[src/rtl/unlock_pkg.sv]
package unlock_pkg;

    localparam int CMP_W = 15;

    localparam logic [CMP_W-1:0] KEY_ADDR_A = 15'h5555;
    localparam logic [CMP_W-1:0] KEY_ADDR_B = 15'h2AAA;

    localparam logic [7:0] KEY_DATA_A = 8'hAA;
    localparam logic [7:0] KEY_DATA_B = 8'h55;

    localparam logic [7:0] OP_PROTECT = 8'hA0;
    localparam logic [7:0] OP_EXTEND  = 8'h80;
    localparam logic [7:0] OP_ID_IN   = 8'h90;
    localparam logic [7:0] OP_ID_OUT  = 8'hF0;
    localparam logic [7:0] OP_UNPROT  = 8'h20;
    localparam logic [7:0] OP_WIPE    = 8'h10;
    localparam logic [7:0] OP_ID_ALT  = 8'h60;

    localparam logic [7:0] MFR_CODE = 8'hBF;

    typedef enum logic [2:0] {
        ST_IDLE,
        ST_PRE1,
        ST_PRE2,
        ST_EXT,
        ST_EXT_PRE1,
        ST_EXT_PRE2,
        ST_LOAD
    } seq_state_e;

    typedef struct packed {
        seq_state_e st;
        logic       prot;
        logic       idm;
        logic       acc;
        logic       ers;
    } dec_regs_t;

endpackage

[src/rtl/cmd_match.sv]
module cmd_match
    import unlock_pkg::*;
#(
    parameter int ADDR_W = 17
) (
    input  logic [ADDR_W-1:0] addr,
    input  logic [7:0]        data,
    output logic              at_key_a,
    output logic              first_ok,
    output logic              second_ok
);
    logic [CMP_W-1:0] low_addr;

    always_comb begin
        low_addr  = addr[CMP_W-1:0];
        at_key_a  = (low_addr == KEY_ADDR_A);
        first_ok  = at_key_a && (data == KEY_DATA_A);
        second_ok = (low_addr == KEY_ADDR_B) && (data == KEY_DATA_B);
    end

endmodule

[src/rtl/span_timer.sv]
module span_timer #(
    parameter int LIMIT = 5000
) (
    input  logic clk,
    input  logic rst_n,
    input  logic start,
    output logic busy,
    output logic expire
);
    localparam int CW = $clog2(LIMIT + 1);
    localparam logic [CW-1:0] LOAD_V = CW'(LIMIT);

    logic [CW-1:0] cnt_d, cnt_q;

    always_comb begin
        cnt_d = cnt_q;
        if (start) begin
            cnt_d = LOAD_V;
        end else if (cnt_q != '0) begin
            cnt_d = cnt_q - 1'b1;
        end
        busy   = (cnt_q != '0);
        expire = (cnt_q == CW'(1)) && !start;
    end

    always_ff @(posedge clk or negedge rst_n) begin
        if (!rst_n) begin
            cnt_q <= '0;
        end else begin
            cnt_q <= cnt_d;
        end
    end

endmodule

[src/rtl/id_readout.sv]
module id_readout
    import unlock_pkg::*;
#(
    parameter int         ADDR_W   = 17,
    parameter logic [7:0] DEV_CODE = 8'h07
) (
    input  logic              id_mode,
    input  logic [ADDR_W-1:0] rd_addr,
    output logic              id_hit,
    output logic [7:0]        id_byte
);
    always_comb begin
        id_hit  = id_mode && (rd_addr[CMP_W-1:1] == '0);
        id_byte = 8'h00;
        if (id_hit) begin
            id_byte = rd_addr[0] ? DEV_CODE : MFR_CODE;
        end
    end

endmodule

[src/rtl/unlock_cmd_decoder.sv]
module unlock_cmd_decoder
    import unlock_pkg::*;
#(
    parameter int         ADDR_W   = 17,
    parameter int         WIN_CYC  = 5000,
    parameter int         LOCK_CYC = 15000,
    parameter logic [7:0] DEV_CODE = 8'h07
) (
    input  logic              clk,
    input  logic              rst_n,
    input  logic              wr_stb,
    input  logic [ADDR_W-1:0] wr_addr,
    input  logic [7:0]        wr_data,
    input  logic [ADDR_W-1:0] rd_addr,
    output logic              page_load_en,
    output logic              data_accept,
    output logic              erase_start,
    output logic              prot_en,
    output logic              id_mode,
    output logic              locked,
    output logic              id_hit,
    output logic [7:0]        id_byte
);
    dec_regs_t r_d, r_q;

    logic at_key_a, first_ok, second_ok;
    logic win_start, win_busy, win_expire;
    logic lock_start, lock_busy, lock_expire;

    cmd_match #(.ADDR_W(ADDR_W)) u_match (
        .addr      (wr_addr),
        .data      (wr_data),
        .at_key_a  (at_key_a),
        .first_ok  (first_ok),
        .second_ok (second_ok)
    );

    span_timer #(.LIMIT(WIN_CYC)) u_window (
        .clk    (clk),
        .rst_n  (rst_n),
        .start  (win_start),
        .busy   (win_busy),
        .expire (win_expire)
    );

    span_timer #(.LIMIT(LOCK_CYC)) u_lockout (
        .clk    (clk),
        .rst_n  (rst_n),
        .start  (lock_start),
        .busy   (lock_busy),
        .expire (lock_expire)
    );

    id_readout #(.ADDR_W(ADDR_W), .DEV_CODE(DEV_CODE)) u_id (
        .id_mode (r_q.idm),
        .rd_addr (rd_addr),
        .id_hit  (id_hit),
        .id_byte (id_byte)
    );

    always_comb begin
        r_d        = r_q;
        r_d.acc    = 1'b0;
        r_d.ers    = 1'b0;
        win_start  = 1'b0;
        lock_start = 1'b0;

        if (wr_stb && !lock_busy) begin
            r_d.st = ST_IDLE;
            unique case (r_q.st)
                ST_IDLE: begin
                    if (first_ok) begin
                        r_d.st    = ST_PRE1;
                        win_start = 1'b1;
                    end else if (r_q.prot) begin
                        lock_start = 1'b1;
                    end else begin
                        r_d.st    = ST_LOAD;
                        r_d.acc   = 1'b1;
                        win_start = 1'b1;
                    end
                end
                ST_PRE1: begin
                    if (second_ok) begin
                        r_d.st    = ST_PRE2;
                        win_start = 1'b1;
                    end
                end
                ST_PRE2: begin
                    if (at_key_a) begin
                        unique case (wr_data)
                            OP_PROTECT: begin
                                r_d.prot  = 1'b1;
                                r_d.st    = ST_LOAD;
                                win_start = 1'b1;
                            end
                            OP_EXTEND: begin
                                r_d.st    = ST_EXT;
                                win_start = 1'b1;
                            end
                            OP_ID_IN:  r_d.idm = 1'b1;
                            OP_ID_OUT: r_d.idm = 1'b0;
                            default:   r_d.st  = ST_IDLE;
                        endcase
                    end
                end
                ST_EXT: begin
                    if (first_ok) begin
                        r_d.st    = ST_EXT_PRE1;
                        win_start = 1'b1;
                    end
                end
                ST_EXT_PRE1: begin
                    if (second_ok) begin
                        r_d.st    = ST_EXT_PRE2;
                        win_start = 1'b1;
                    end
                end
                ST_EXT_PRE2: begin
                    if (at_key_a) begin
                        unique case (wr_data)
                            OP_UNPROT: r_d.prot = 1'b0;
                            OP_WIPE:   r_d.ers  = 1'b1;
                            OP_ID_ALT: r_d.idm  = 1'b1;
                            default:   r_d.st   = ST_IDLE;
                        endcase
                    end
                end
                ST_LOAD: begin
                    r_d.st    = ST_LOAD;
                    r_d.acc   = 1'b1;
                    win_start = 1'b1;
                end
                default: r_d.st = ST_IDLE;
            endcase
        end else if (r_q.st != ST_IDLE && win_expire) begin
            r_d.st = ST_IDLE;
        end
    end

    always_ff @(posedge clk or negedge rst_n) begin
        if (!rst_n) begin
            r_q <= '{st: ST_IDLE, prot: 1'b0, idm: 1'b0, acc: 1'b0, ers: 1'b0};
        end else begin
            r_q <= r_d;
        end
    end

    assign page_load_en = (r_q.st == ST_LOAD);
    assign data_accept  = r_q.acc;
    assign erase_start  = r_q.ers;
    assign prot_en      = r_q.prot;
    assign id_mode      = r_q.idm;
    assign locked       = lock_busy;


    prot_rise_opens_load_chk: assert property (@(posedge clk) disable iff (!rst_n)
        $rose(prot_en) |-> page_load_en);


    load_close_idle_chk: assert property (@(posedge clk) disable iff (!rst_n)
        $fell(page_load_en) |-> !$past(wr_stb));


    locked_no_accept_chk: assert property (@(posedge clk) disable iff (!rst_n)
        (locked && wr_stb) |=> !data_accept);


    erase_single_pulse_chk: assert property (@(posedge clk) disable iff (!rst_n)
        erase_start |=> !erase_start);


    id_rise_after_write_chk: assert property (@(posedge clk) disable iff (!rst_n)
        $rose(id_mode) |-> $past(wr_stb));

endmodule

[config.mk]
export PLATFORM = sky130hd
export DESIGN_NAME = unlock_cmd_decoder
export DESIGN_NICKNAME = d
export VERILOG_FILES = /design/src/rtl/unlock_pkg.sv /design/src/rtl/cmd_match.sv /design/src/rtl/span_timer.sv /design/src/rtl/id_readout.sv /design/src/rtl/unlock_cmd_decoder.sv
export SDC_FILE = /design/constraint.sdc
export NUM_CORES = 1
export LEC_CHECK = 0
export BUFFER_PORTS_ARGS = -buffer_cell sky130_fd_sc_hd__buf_2
export CAP_MARGIN = 20
export CORE_MARGIN = 10
export CORE_UTILIZATION = 25
export DETAILED_ROUTE_END_ITERATION = 10
export PLACE_DENSITY = 0.52
export SLEW_MARGIN = 10
export SYNTH_ARGS = -nofsm -noshare
export SYNTH_HDL_FRONTEND = slang
export SYNTH_SLANG_ARGS = --single-unit
[constraint.sdc]
create_clock -name clk -period 3.15 [get_ports clk]
set_clock_uncertainty 0.05 [all_clocks]
set_input_delay 0.4725 -clock clk [delete_from_list [all_inputs] [get_ports clk]]
set_output_delay 0.4725 -clock clk [all_outputs]
set_load 0.02 [all_outputs]
* Word-level counts from Yosys, hierarchy flattened
Cells that the tools add are included. Widths: inputs -> output; s select.
Storage, ports and cells: bits in registers 34, input bits 45, output and inout port bits 15, word-level logic and storage cells 94
Cells by class: add/sub/neg operators 2, eq/ne operators 24, muxes and demuxes 40, reduce and logical (&&, ||, !) cells 21
Operators with widths (count):
- $eq 8x8->1 const B | 5
- $mux 14 | 2
- $mux 13 | 2
- $pmux 3 s7 | 1
- $mux 1 | 18
- $mux 3 | 6
- $eq 8x7->1 const B | 2
- $mux 8 | 2
- $eq 15x14->1 const B | 1
- $eq 15x15->1 const B | 1
- $logic_not 14->1 | 1
- $reduce_bool 14->1 | 1
- $sub 14x1->14 const B | 1
- $eq 13x1->1 const B | 1
- $reduce_bool 13->1 | 1
- $sub 13x1->13 const B | 1
- $reduce_and 6->1 | 2
- $eq 3x3->1 const B | 3
- $eq 8x5->1 const B | 1
- $eq 8x6->1 const B | 1
- $reduce_bool 2->1 | 4
- $eq 3x2->1 const B | 2
- $logic_and 1x1->1 | 6
- $mux 2 | 3
- other kinds (13) | 19

* Logic depth before layout (Yosys ltp)
depth in word-level cells 11, mapped depth 9, mapped depth without buffers 8

* Modules after synthesis
A second synthesis with hierarchy kept.
Unflattened totals: cells, all modules 250, area, all modules 2367.3 µm²
Modules (own cells, without submodules):
- span_timer at u_lockout | times used 1, cells an instance 86, area an instance 817.0 µm², seq. area each 350.3 µm²
- span_timer at u_window | times used 1, cells an instance 71, area an instance 777.0 µm², seq. area each 325.3 µm²
- unlock_cmd_decoder | times used 1, cells an instance 60, area an instance 506.7 µm², seq. area each 175.2 µm²
- cmd_match | times used 1, cells an instance 18, area an instance 152.6 µm², seq. area each 0.0 µm²
- id_readout | times used 1, cells an instance 15, area an instance 113.9 µm², seq. area each 0.0 µm²

* Worst setup path after synthesis
No wires, ideal clock.
path kind input port to output port, start point input port rd_addr[3], end point output port id_byte[4], arrival 1.828 ns, required time 2.627 ns, path slack 0.799 ns, stages 4, path buffers 1, cells stage by stage nor4b_1 > and4_1 > nor2b_1 > buf_4
On the way: longest elaborated chain between the ends 3
RTL lines:
- start: declaration | line unlock_cmd_decoder.sv:14 | input logic [ADDR_W-1:0] rd_addr,
- $logic_not 14->1 | line id_readout.sv:13 | id_hit = id_mode && (rd_addr[CMP_W-1:1] == '0);
- $logic_and 1x1->1 | line id_readout.sv:13
- via id_hit | line unlock_cmd_decoder.sv:21 | output logic id_hit,
- $mux 8 | line id_readout.sv:15 | if (id_hit) begin
- end: declaration | line unlock_cmd_decoder.sv:22 | output logic [7:0] id_byte
The timed path passes the listed nets, and every way through them passes these cells.

* Final worst setup path
start point register u_lockout.cnt_q[0], end point output port locked
On the way: longest elaborated chain between the ends 1
RTL lines:
- start: declaration | line span_timer.sv:13 | logic [CW-1:0] cnt_d, cnt_q;
- start signal: assignment | line span_timer.sv:30 | cnt_q <= cnt_d;
- $reduce_bool 14->1 | line span_timer.sv:22 | busy = (cnt_q != '0);
- end: declaration | line unlock_cmd_decoder.sv:20 | output logic locked,
No other way between the ends.

==> impl_metrics.tcl <==
set metrics [dict create \
    io_buffers 54 \
    routed_wl_um 5630 \
    syn-num-nets 293 \
    worstSetupEndpointType "primary output" \
    dpl_cell_area_sq_mm 0.00261 \
    grt_overflow_total 0 \
    worstPathArrival_ns 2.17 \
    syn_inst 245 \
    drtAntennaViolNets 0 \
    cts_buffer_depth 2 \
    yosys_warnings 0 \
    fmax_mhz 372 \
    clock_sinks 34 \
    yosysSeqAreaShare_pct 37.6 \
    switching_share_pct 20.3 \
    ctsRootBufferMaster "clkbuf_8" \
    fp.dieW_um 115 \
    ys_types 57 \
    path_cells "inv_1 -> ha_1 -> nor4b_2 -> and4_1 -> inv_1 -> buf_2" \
    fin_crit_sh_pct 85.4 \
    p_clk_share_pct 45.3 \
    status "finished, final reports clean" \
    wl_per_cell_um 13.9 \
    grt_max_degree 35 \
    intPower_w 0.000717 \
    layout_common_cells "54 x buf_2, 34 x dfrtp_1, 20 x nor2_1" \
    relSlewSlack_pct 49.1 \
    p_comb_share_pct 6.1 \
    switchingPower_w 0.000182 \
    ir_drop_v 0.000186 \
    antenna_found_initial 0 \
    async_reset_ff_share_pct 100 \
    drt_iter0_drc 56 \
    grt_pass1_wl_um 9420 \
    p_leak_nw 1.14 \
    path_class "flop to primary output" \
    final_nets 344 \
    drv_cap 0 \
    antenna_cells 0 \
    rsz0062_at_grt "false" \
    multi_input_area_sq_mm 0.00131 \
    critPathMaxFanout 10 \
    total_power_w 0.000899 \
    synth_edf_count 0 \
    synth_ff_type "dfrtp_1" \
    reg2reg_slack_ns 0.52 \
    nFillCells 932 \
    finalWeightedCongestion 0.804 \
    hold_buffers 0 \
    boundaryPins 60 \
    preCtsSetupSlack_ns 0.539 \
    viasPerCell 4.96 \
    cts_setup_buffers 0 \
    grtUsageTotal_pct 8.39 \
    worstSkewPairLatency_ns 0.28 \
    cts_resized 0 \
    cp_common_cell "inv_1" \
    num_rows 34 \
    crit_path_start_kind "flop" \
    regToRegEndpoint "id_mode$_DFFE_PN0P_" \
    seqPwrFrac_pct 48.6 \
    slowest_delay_ns 0.48 \
    layout_min_cycle_time_ns 2.69 \
    slowest_stage "and4_1" \
    layout_commonest_cell "buf_2" \
    finalHoldViolations 0 \
    holdWs_ns 0.211 \
    powerDensity_mw_per_mm2 330 \
    grt_pass1_vias 2017 \
    syn_to_final_growth_pct 20.2 \
    design.core.area_sq_mm 0.00876 \
    area.sequential_sq_um 851 \
    firstDrtPassIters 4 \
    start_util_pct 25.8 \
    htree_levels 2 \
    drv_slew 0 \
    r2r_start "u_lockout.cnt_q[0]$_DFFE_PN0P_" \
    finalSetupViolCount 0 \
    drive_gt1_share_pct 27.0 \
    worstMarginPinSlew_ns 0.763 \
    synth_area_per_cell_sq_um 9.24 \
    hold_class "input port to asynchronous set/reset pin" \
    cts_tree "built" \
    r2r_cells 7 \
    die-area_sq_mm 0.0133 \
    dr_total_vias 2002 \
    worst_slack_ns 0.459 \
    dpl.hpwl_um 4330 \
    ys_ff_latch 34 \
    drc 0 \
    cts-buffers-inserted 5 \
    die_y_um 115 \
    worstPathRequired_ns 2.63 \
    path_clk_slew_ns 0.07 \
    finalInstanceArea_sq_mm 0.00272 \
    syn_area_sq_mm 0.00226 \
    setup_tns_ns 0 \
]
-- worst max-delay path, delay by kind of cell, from the launching register on --
| family | cells | cell delay, ns |
|---|---|---|
| fa+ha+maj | 1 | 0.20 |
| buf+inv | 3 | 0.42 |
| flops | 1 | 0.40 |
| simple gates | 2 | 0.85 |
-- cells by family after synthesis --
kind of cell	share of synthesized area [%]
multiplexers	1.44
flip-flops	37.6
buffers and inverters	4.81
AND/OR/NAND/NOR	34.6
XOR/XNOR	6.57
other	0.166
adder cells (fa/ha/maj)	1.66
AO/OA/AOI/OAI	13.1
-- routing by layer --
metal  part of all wire (%)  vias up  GRT usage, %
met5                      0        -             0
li1                       -     1024             -
met1                     49      930          10.8
met4                    1.3        0          3.88
met2                     46       44          12.8
met3                    3.9        4          2.08
-- flip-flops by register name, indices dropped and copies added (netlist names) --
register and flops:
prot_en 1, data_accept 1, r_q 3, erase_start 1, u_lockout.cnt_q 14, id_mode 1, u_window.cnt_q 13
-- power groups by stage --
stage / Sequential, W / Combinational (W) / Clock, W
final: 0.000436 / 0.0000549 / 0.000407
after detailed placement: 0.000445 / 0.0000559 / 0
after floorplan: 0.000445 / 0.0000147 / 0
after global placement: 0.000445 / 0.0000552 / 0
after global routing: 0.000436 / 0.0000618 / 0.000439
after CTS: 0.000436 / 0.0000560 / 0.000428
-- layout make-up --
class / count / share of cell area [%]
Inverter: 7 / 0.965
Clock buffer: 6 / 3.03
Multi-Input combinational cell: 191 / 47.9
Timing Repair Buffer: 57 / 10.8
Sequential cell: 34 / 31.3
Clock inverter: 1 / 1.10
Tap cell: 108 / 4.96
-- through the flow --
step | std cells | utilization (%)
final | 404 | 31.1
after global routing | 404 | 31.1
after CTS | 404 | 31.1
after detailed placement | 397 | 29.8
after global placement | 397 | 29.8
after floorplan | 245 | -
-- cell usage after synthesis (3+ instances only) --
library cell	instances	area [sq um]
dfrtp_1	34	851
nor2_1	20	75.1
nand2_1	16	60.1
nor3_1	12	60.1
nand3_1	11	55.1
xnor2_1	11	96.3
a21oi_1	8	40.0
and3_1	8	50.1
buf_4	7	52.6
inv_1	7	26.3
nor4_1	7	43.8
nor4bb_1	7	70.1
nand4_1	6	37.5
o21ai_0	6	30.0
xor2_1	6	52.6
clkbuf_1	5	18.8
nor4b_1	5	43.8
or4_1	4	30.0
a21o_1	3	22.5
ha_1	3	37.5
nand4b_1	3	26.3
nor2b_1	3	18.8
nor3b_1	3	22.5
or2_2	3	18.8
-- worst max path at each step --
| stage | slack, ns | startpoint | cells past startpoint | end |
|---|---|---|---|---|
| 5_1_grt | 0.26 | u_lockout.cnt_q[0]$_DFFE_PN0P_ | 6 | locked |
| 6_report | 0.46 | u_lockout.cnt_q[0]$_DFFE_PN0P_ | 6 | locked |
| 3_5_place_dp | 0.54 | u_lockout.cnt_q[0]$_DFFE_PN0P_ | 7 | id_mode$_DFFE_PN0P_ |
| 3_3_place_gp | 0.61 | u_lockout.cnt_q[0]$_DFFE_PN0P_ | 7 | id_mode$_DFFE_PN0P_ |
| 4_1_cts | 0.43 | u_lockout.cnt_q[0]$_DFFE_PN0P_ | 6 | locked |
| 2_1_floorplan | 0.80 | rd_addr[3] | 4 | id_byte[4] |
Power figures use the tool's default switching activity.
